## src/rtl/sarx_pkg.sv

```systemverilog
// Shared definitions for the serial audio receiver.
// Assumes: nothing beyond IEEE 1800-2017.
package sarx_pkg;
    // Framing selection; the encoding matches the top-level fmt_sel pin.
    typedef enum logic {
        FMT_I2S = 1'b0,
        FMT_LJ  = 1'b1
    } fmt_e;
endpackage

```

## src/rtl/sarx_sync.sv

```systemverilog
// Multi-bit synchroniser: each bit passes through STAGES flops.
// Assumes: the bits are independent, slow relative to clk, and
// sampled as a group only where skew of one cycle is harmless.
module sarx_sync #(
    parameter int WIDTH  = 3,
    parameter int STAGES = 2
) (
    input  logic             clk,
    input  logic             rst_n,
    input  logic [WIDTH-1:0] async_in,
    output logic [WIDTH-1:0] sync_out
);
    logic [WIDTH-1:0] stage_q [STAGES];

    generate
        for (genvar s = 0; s < STAGES; s++) begin : g_stage
            if (s == 0) begin : g_first
                // Capture the asynchronous inputs.
                always_ff @(posedge clk) begin
                    if (!rst_n) stage_q[0] <= '0;
                    else        stage_q[0] <= async_in;
                end
            end else begin : g_next
                // Pass the value down the chain.
                always_ff @(posedge clk) begin
                    if (!rst_n) stage_q[s] <= '0;
                    else        stage_q[s] <= stage_q[s-1];
                end
            end
        end
    endgenerate

    assign sync_out = stage_q[STAGES-1];
endmodule

```

## src/rtl/sarx_edge.sv

```systemverilog
// Rising-edge detector on a synchronised level.
// Assumes: sig is already in the clk domain.
module sarx_edge (
    input  logic clk,
    input  logic rst_n,
    input  logic sig,
    output logic rise
);
    logic sig_q;

    // Remember the previous level.
    always_ff @(posedge clk) begin
        if (!rst_n) sig_q <= 1'b0;
        else        sig_q <= sig;
    end

    assign rise = sig & ~sig_q;
endmodule

```

## src/rtl/sarx_framer.sv

```systemverilog
// Word framer: finds slot starts from the word-select history, shifts
// in data MSB first, and reports each word at the next slot start.
// I2S is handled by looking at word select one bit-clock rise late,
// which makes the I2S word boundary line up with the first data bit.
// Assumes: rise is high for one cycle per bit-clock rising edge and
// ws/sd are aligned with it.
module sarx_framer
    import sarx_pkg::*;
#(
    parameter int W = 24
) (
    input  logic         clk,
    input  logic         rst_n,
    input  logic         fmt_sel,
    input  logic         rise,
    input  logic         ws,
    input  logic         sd,
    output logic [W-1:0] word_q,
    output logic         right_q,
    output logic         valid_q
);
    localparam int CW = $clog2(W + 1);

    fmt_e         fmt_in, mode_act, mode_use;
    logic         ws_d1, ws_d2;
    logic [1:0]   hist;
    logic         hist_ok, raw_chg, switching;
    logic         eff_now, eff_prev, start, emit, new_right;
    logic         busy, slot_right;
    logic [CW-1:0] cnt;
    logic [W-1:0] sh, pos_mask;

    assign fmt_in = fmt_e'(fmt_sel);

    // Decide framing, slot start, emission and mode switch at this rise.
    always_comb begin
        hist_ok   = (hist == 2'd2);
        raw_chg   = hist_ok && (ws != ws_d1);
        switching = rise && raw_chg && (fmt_in != mode_act);
        mode_use  = raw_chg ? fmt_in : mode_act;
        eff_now   = (mode_use == FMT_I2S) ? ws_d1 : ws;
        eff_prev  = (mode_use == FMT_I2S) ? ws_d2 : ws_d1;
        start     = rise && hist_ok && (eff_now != eff_prev);
        emit      = start && busy && !switching;
        new_right = (mode_use == FMT_I2S) ? eff_now : ~eff_now;
        pos_mask  = {1'b1, {(W-1){1'b0}}} >> cnt;
    end

    // Sequential state: word-select history, assembly and output.
    always_ff @(posedge clk) begin
        if (!rst_n) begin
            ws_d1      <= 1'b0;
            ws_d2      <= 1'b0;
            hist       <= 2'd0;
            mode_act   <= fmt_in;
            busy       <= 1'b0;
            slot_right <= 1'b0;
            cnt        <= '0;
            sh         <= '0;
            word_q     <= '0;
            right_q    <= 1'b0;
            valid_q    <= 1'b0;
        end else begin
            valid_q <= 1'b0;
            if (rise) begin
                ws_d1 <= ws;
                ws_d2 <= ws_d1;
                if (!hist_ok) hist <= hist + 2'd1;
                if (raw_chg) mode_act <= fmt_in;
                if (emit) begin
                    word_q  <= sh;
                    right_q <= slot_right;
                    valid_q <= 1'b1;
                end
                if (start) begin
                    busy       <= 1'b1;
                    slot_right <= new_right;
                    sh         <= {sd, {(W-1){1'b0}}};
                    cnt        <= CW'(1);
                end else if (switching) begin
                    busy <= 1'b0;
                    cnt  <= '0;
                end else if (busy && (cnt < CW'(W))) begin
                    if (sd) sh <= sh | pos_mask;
                    cnt <= cnt + CW'(1);
                end
            end
        end
    end

    // a report lasts exactly one system clock cycle.
    a_r5_valid_pulse: assert property (@(posedge clk) disable iff (!rst_n)
        valid_q |=> !valid_q);
    // reports only follow a bit-clock rising edge.
    a_r3_rise_only: assert property (@(posedge clk) disable iff (!rst_n)
        !rise |=> !valid_q);
    // nothing is reported unless a word was in progress.
    a_r9_quiet_idle: assert property (@(posedge clk) disable iff (!rst_n)
        !busy |=> !valid_q);
    // the bit count never passes the sample width.
    a_r6_count_bound: assert property (@(posedge clk) disable iff (!rst_n)
        cnt <= CW'(W));
    // a format switch drops the word in progress.
    a_r8_switch_drops: assert property (@(posedge clk) disable iff (!rst_n)
        switching |=> !valid_q);
endmodule

```

## src/rtl/serial_audio_rx.sv

```systemverilog
// Dual-format serial audio receiver top: synchronises the three serial
// wires, detects bit-clock rising edges and frames words.
// Assumes: bck_in is at least four times slower than clk.
module serial_audio_rx #(
    parameter int W           = 24,
    parameter int SYNC_STAGES = 2
) (
    input  logic         clk,
    input  logic         rst_n,
    input  logic         fmt_sel,
    input  logic         bck_in,
    input  logic         ws_in,
    input  logic         sd_in,
    output logic [W-1:0] smp_data,
    output logic         smp_right,
    output logic         smp_valid
);
    logic [2:0] pins_s;
    logic       bck_rise;

    sarx_sync #(.WIDTH(3), .STAGES(SYNC_STAGES)) u_sync (
        .clk      (clk),
        .rst_n    (rst_n),
        .async_in ({bck_in, ws_in, sd_in}),
        .sync_out (pins_s)
    );

    sarx_edge u_edge (
        .clk   (clk),
        .rst_n (rst_n),
        .sig   (pins_s[2]),
        .rise  (bck_rise)
    );

    sarx_framer #(.W(W)) u_framer (
        .clk     (clk),
        .rst_n   (rst_n),
        .fmt_sel (fmt_sel),
        .rise    (bck_rise),
        .ws      (pins_s[1]),
        .sd      (pins_s[0]),
        .word_q  (smp_data),
        .right_q (smp_right),
        .valid_q (smp_valid)
    );
endmodule

```

## config.mk

```make
export PLATFORM = sky130hd
export DESIGN_NAME = serial_audio_rx
export DESIGN_NICKNAME = d
export VERILOG_FILES = /design/src/rtl/sarx_pkg.sv /design/src/rtl/sarx_sync.sv /design/src/rtl/sarx_edge.sv /design/src/rtl/sarx_framer.sv /design/src/rtl/serial_audio_rx.sv
export SDC_FILE = /design/constraint.sdc
export NUM_CORES = 1
export LEC_CHECK = 0
export BUFFER_PORTS_ARGS = -buffer_cell sky130_fd_sc_hd__buf_2
export CELL_PAD_IN_SITES_DETAIL_PLACEMENT = 0
export CELL_PAD_IN_SITES_GLOBAL_PLACEMENT = 1
export CORE_MARGIN = 2
export CORE_UTILIZATION = 40
export CTS_BUF_LIST = sky130_fd_sc_hd__clkbuf_8 sky130_fd_sc_hd__clkbuf_16
export CTS_CLUSTER_SIZE = 20
export DETAILED_ROUTE_END_ITERATION = 7
export GPL_TIMING_DRIVEN = 0
export PLACE_DENSITY_LB_ADDON = 0.1
export SYNTH_ARGS = -nofsm -noshare
export SYNTH_HDL_FRONTEND = slang
export SYNTH_SLANG_ARGS = --single-unit
```

## constraint.sdc

```tcl
create_clock -name clk -period 1.65 [get_ports clk]
set_clock_uncertainty 0.05 [all_clocks]
set_input_delay 0 -clock clk [delete_from_list [all_inputs] [get_ports clk]]
set_output_delay 0 -clock clk [all_outputs]
set_load 0.05 [all_outputs]
```

-- Word level (Yosys, flattened, before mapping)
Memory sizes are Yosys's and may differ from the RTL's.
Cells that the tools add are included.
W data, S select, Z words.
- flip-flop bits (word level): 63
- RAM bits: 6
- bits of input ports: 6
- word-level logic and storage cells: 70
- memories: 1
- $add $sub $neg: 2
- order comparisons: 1
- equal/unequal tests: 6
- shifts and indexed selects: 1
- mux-type cells: 20
- bitwise operators: 7
- reductions and logical operators: 20
- memories (name ; words ; width ; read ports ; clocked after Yosys merged registers in ; write ports ; RTL line ; RTL):
    u_sync.stage_q ; 2 ; 3 ; 2 ; 0 ; 2 ; sarx_sync.sv:13 ; logic [WIDTH-1:0] stage_q [STAGES];
- operators by type and width (operator ; count):
    $mux W24 ; 4
    $or A24 B24 Y24 ; 1
    $shr A24 B5 Y24 const A ; 1
    $mux W5 ; 3
    $reduce_and A2 Y1 ; 6
    $mux W1 ; 11
    $logic_and A1 B1 Y1 ; 8
    $mux W3 ; 2
    $reduce_bool A2 Y1 ; 3
    $add A5 B1 Y5 const B ; 1
    $lt A5 B5 Y1 const B ; 1
    $reduce_and A4 Y1 ; 1
    $ne A1 B1 Y1 ; 3
    $not A1 Y1 ; 3
    $reduce_bool A3 Y1 ; 1
    $add A2 B1 Y2 const B ; 1
    $eq A2 B2 Y1 const B ; 1
    $ne A2 B1 Y1 const B ; 1
    $ne A2 B2 Y1 const B ; 1
    $or A1 B1 Y1 ; 2
    $and A1 B1 Y1 ; 1
    $logic_not A1 Y1 ; 1

-- Logic depth before layout (Yosys ltp)
- depth in word-level cells: 9
- depth in mapped cells: 7
- mapped depth without buffers: 6

-- By module
A second synthesis with hierarchy kept.
- cells, all modules: 299
- area total of the unflattened synthesis: 2905.3 µm²
- modules (own cells, without submodules) (module ; instances ; cells an instance ; area an instance (µm²) ; sequential area each (µm²)):
    sarx_framer ; 1 ; 284 ; 2707.6 ; 1251.2
    sarx_sync ; 1 ; 12 ; 157.7 ; 120.1
    sarx_edge ; 1 ; 3 ; 40.0 ; 20.0

-- Least setup slack after synthesis
Ideal clock, no wire load.
- path type: register to register
- start point: register u_framer.hist[0]
- end point: register u_framer.right_q
- data arrival time: 1.647 ns
- required time: 1.481 ns
- slack: -0.166 ns
- cell stages (with the launch flop): 8
- path buffers: 1
- period minus slack after synthesis: 1.816 ns
- cells stage by stage: dfxtp_1 inv_1 ha_1 mux2_4 o221ai_4 a21oi_4 buf_12 mux2i_1
- word-level cells in the longest chain between the ends: 9
- elaborated cells between the ends (all ways): 14
- those cells by class: eq/ne (2); mux (3); reduce/logical (9)
- ends and longest elaborated chain (item ; RTL line ; RTL):
    from (decl) ; sarx_framer.sv:26 ; logic [1:0] hist;
    from (signal assigned) ; sarx_framer.sv:68 ; if (!hist_ok) hist <= hist + 2'd1;
    $eq A2 B2 Y1 * ; sarx_framer.sv:37 ; hist_ok = (hist == 2'd2);
    $logic_and A1 B1 Y1 ; sarx_framer.sv:38 ; raw_chg = hist_ok && (ws != ws_d1);
    $mux W1 ; n/a ;
    $mux W1 (on tied branches) ; sarx_framer.sv:41, sarx_framer.sv:42 ;
    $ne A1 B1 Y1 ; sarx_framer.sv:43 ; start = rise && hist_ok && (eff_now != eff_prev);
    $logic_and A1 B1 Y1 ; sarx_framer.sv:43 ;
    $logic_and A1 B1 Y1 ; sarx_framer.sv:44 ; emit = start && busy && !switching;
    $logic_and A1 B1 Y1 * ; sarx_framer.sv:44 ;
    $reduce_and A2 Y1 (no source line) * ; n/a ;
    to (signal assigned) ; sarx_framer.sv:72 ; right_q <= slot_right;
    to (decl) ; sarx_framer.sv:19 ; output logic right_q,
Mark *: on every way between the ends. The rest lies on a longest branch, timed or not.
A chain may end at the register's enable or synchronous reset.

-- Worst setup path after layout
- start point: register u_framer.hist[0]
- end point: register u_framer.sh[10]
- word-level cells in the longest chain between the ends: 8
- elaborated cells between the ends (all ways): 15
- those cells by class: eq/ne (3); mux (4); reduce/logical (8)
- ends and longest elaborated chain (item ; RTL line ; RTL):
    $eq A2 B2 Y1 * ; sarx_framer.sv:37 ;
    $logic_and A1 B1 Y1 ; sarx_framer.sv:38 ;
    $mux W1 ; n/a ;
    $mux W1 (on tied branches) ; sarx_framer.sv:41, sarx_framer.sv:42 ;
    $ne A1 B1 Y1 ; sarx_framer.sv:43 ;
    $logic_and A1 B1 Y1 ; sarx_framer.sv:43 ;
    $ne A2 B2 Y1 (no source line) or $reduce_bool A2 Y1 (tied branches) ; n/a ;
    $reduce_and A4 Y1 (no source line) ; n/a ;
    to (signal assigned) ; sarx_framer.sv:78 ; sh <= {sd, {(W-1){1'b0}}};
    to (signal assigned) ; sarx_framer.sv:84 ; if (sd) sh <= sh | pos_mask;
    to (decl) ; sarx_framer.sv:31 ; logic [W-1:0] sh, pos_mask;
Marked as above.

==> out/qor.txt <==
Path depth of the worst reg2reg path: 8
Max Fanout on Critical Path: 10
Synth cell count leaders: 68 x dfxtp_1, 59 x nand2_1, 27 x mux2i_1, 23 x nor3_1, 15 x a31oi_1
Layout cells sized above 1: 29.1%
Max Root-Sink Buffers: 2
Critical Path Source Type: flip-flop
Worst Hold Class: input port to flip-flop
Filler Cells Inserted: 709
# port buffers: 30
Die X: 90.0 um
Largest net degree at the start of global routing: 13
Initial DRT Pass Iterations: 4
FMAX: 0.566 GHz
Initial antenna violation count: 0
Pwr Density: 907 nW/um^2
Post-layout nets: 376
Met1 Use GR: 23.8%
Critical path endpoint category: flip-flop
Seq/Total Area, Yosys: 47.1%
Routed vias: 2355
Grt met3 use: 3.52%
Crit-path most repeated cell: buf_6
Syn_nets: 314
CTS Buf Count: 9
Setup WS post-layout: -0.117 ns
CTS tree: done
HPWL after detailed placement: 4630 um
Clock Pin Slew Worst Setup and Hold Paths: 0.07 ns
Total grt overflow: 0
Max Cap Viol: 0
CP bufs+invs: 3
Synth top area cells: dfxtp_1 46%, mux2i_1 9.1%, nand2_1 7.5%
CP delay by family, top: buffers and inverters
Worst path depth: 8
Setup TNS: -5.45 ns
Final non-filler cell total: 467
Minimum clock period: 1.77 ns
Combinational share of power: 3.9%
Area added between synthesis and finish: 30.3%
Worst path cell trace: inv_2 > ha_4 > mux2_4 > o221ai_4 > buf_6 > a21oi_4 > buf_6 > nor3_2
Drt via density: 5.04
Gr usage total: 18.6%
Total power: 3.49 mW
Worst vdd ir: 0.000469 V
Switching share of power: 21.6%
Starting Density: 41.0%
Hold Violations, Final: 0
Worst-Margin Slew: 0.686 ns
RSZ-0062 raised after global routing: yes
Library cells used by synthesis: 47
Max incr delay on CP: 0.33 ns
Worst path arrival time: 1.92 ns
Final setup vio count: 57
Failing checks: negative setup slack
Worst-skew pair later-pin latency: 0.34 ns
Core ar.: 7210 um^2
First-pass GRT wire length: 11800 um
Hold Crit Depth: 3
IO Pins: 32
Period utilisation layout: 107%
Leak pwr: 1.41 nW
Setup Crit Path Kind: flip-flop to flip-flop
WHS: 0.345 ns
Max-slew headroom: 54.2%
Synthesized flop and latch total: 69
Async S/R FF share, synth: 0%
DP Cell Count: 430
CP max stage cell: dfxtp_2
Final GP Congestion: 0.795
Die Y: 90.0 um
EDFF count, synth: 1
Status: complete, but fails checks
Internal Pwr Total: 2.74 mW
Post-synthesis instance total: 301
Clock network fraction of design power: 47.6%
Most frequent cell after synthesis: dfxtp_1
P_sw: 0.755 mW
Top_reg_cell synth: dfxtp_1
Area taken by multi-input logic gates: 1510 um^2
CTS sink cnt: 69
H-tree Lvls: 3
GR Layer Usage met2: 30.2%
Antenna viol nets, final: 0
Largest area contributor in the netlist: dfxtp_1
Final core occ: 53.4%
Routed WL: 6920 um
Mapped Area: 2960 um^2
Die Area: 8100 um^2
Synth warn: 0
Vias in the first global route: 2335
Yosys top cell area share: 46.0%
Iter 0 DRT Violations: 101
Sequential cell area: 1390 um^2
Drt wl/cell: 14.8 um
Busiest grt layer: met2
Diodes inserted: 0
Avg Cell Area, Syn: 9.82 um^2
CTS root buffer: clkbuf_8
Remaining DRCs: 0
Seq pwr share: 48.5%
Worst EP required: 1.81 ns
Core Rows: 31
Slew Limit Fails: 0
## flip-flops by register name, summed over array words and instances, names as in the netlist, 2 cells and up
register	cells
u_framer.cnt	5
u_framer.hist	2
u_framer.sh	24
u_framer.word_q	24
u_sync.stage_q	6
## metal layers
metal  up-vias  wire length (um)
li1       1190                 -
met1      1114              3280
met2        40              3280
met3        11               236
met4         0               130
met5         -                 0
## cell usage in the layout (no fill, tap or decap), drive strengths merged, types with 2 or more instances in the layout
cell / n
xnor2: 3
a21oi: 6
mux2i: 27
bufinv: 3
nand2: 59
dfxtp: 68
ha: 7
clkbuf: 18
dlygate4sd1: 3
inv: 8
dlygate4sd3: 7
o21ai: 2
o211ai: 2
mux2: 3
nor2: 5
nor3b: 2
and2b: 2
a41oi: 9
a31oi: 15
and2: 11
xor2: 2
a211oi: 3
buf: 53
nor3: 26
clkinv: 2
nor2b: 4
and4: 3
## worst register-to-register path: stages (launching register included)
cell,delay [ns]
dfxtp_2,0.33
inv_2,0.04
ha_4,0.16
mux2_4,0.23
o221ai_4,0.13
buf_6,0.15
a21oi_4,0.27
buf_6,0.22
nor3_2,0.05
## through the flow
| step | setup WS [ns] | area, um^2 |
|---|---|---|
| final | -0.117 | 3850 |
| after global routing | -0.208 | 3850 |
| after CTS | -0.127 | 3830 |
| after detailed placement | -0.331 | 3340 |
| after global placement | -0.290 | 3340 |
| after floorplan | -0.0837 | 3060 |
## cells by family (layout without fill, tap and decap cells)
| family | count (synthesis) | in the layout | share of synthesized area [%] |
|---|---|---|---|
| adders and majority gates | 7 | 7 | 2.96 |
| xor gates and xnor gates | 5 | 5 | 1.48 |
| and+or+nand+nor | 119 | 119 | 20.1 |
| DFF | 69 | 69 | 47.1 |
| AOI/OAI and AO/OA | 43 | 43 | 12.0 |
| muxes | 30 | 30 | 10.4 |
| buffers and inverters | 28 | 95 | 6.01 |
## area by class of cell
cell class	count	share of cell area [%]
Multi-Input combinational cell	204	39.1
Inverter	7	0.682
Clock inverter	7	2.99
Timing Repair Buffer	51	10.1
Sequential cell	69	36.2
Buffer	21	4.51
Tap cell	99	3.21
Clock buffer	9	3.21
## power by group through the flow
| stage | clock [mW] | combinational, mW | sequential [mW] |
|---|---|---|---|
| floorplan | 0 | 0.0884 | 1.73 |
| global placement | 0 | 0.118 | 1.73 |
| detailed placement | 0 | 0.119 | 1.73 |
| CTS | 1.70 | 0.140 | 1.69 |
| global route | 1.79 | 0.153 | 1.70 |
| finish | 1.66 | 0.138 | 1.69 |
## repair_timing
action,in CTS,in global routing
endpoints found under the hold margin,6,0
gates cloned,2,0
resized for setup,14,8
hold buffers,5,0
pin swaps,5,2
buffers inserted,14,0
setup endpoints to repair,57,57
## path summary, 6_finish.rpt
path	startpoint	slack, ns	end
max reg2reg	u_framer.hist[0]	-0.12	u_framer.sh[10]
min	bck_in	0.35	u_sync.stage_q[0][2]
min reg2reg	u_sync.stage_q[0][1]	0.39	u_sync.stage_q[1][1]
max	u_framer.hist[0]	-0.12	u_framer.sh[10]
Power figures use the tool's default switching activity.
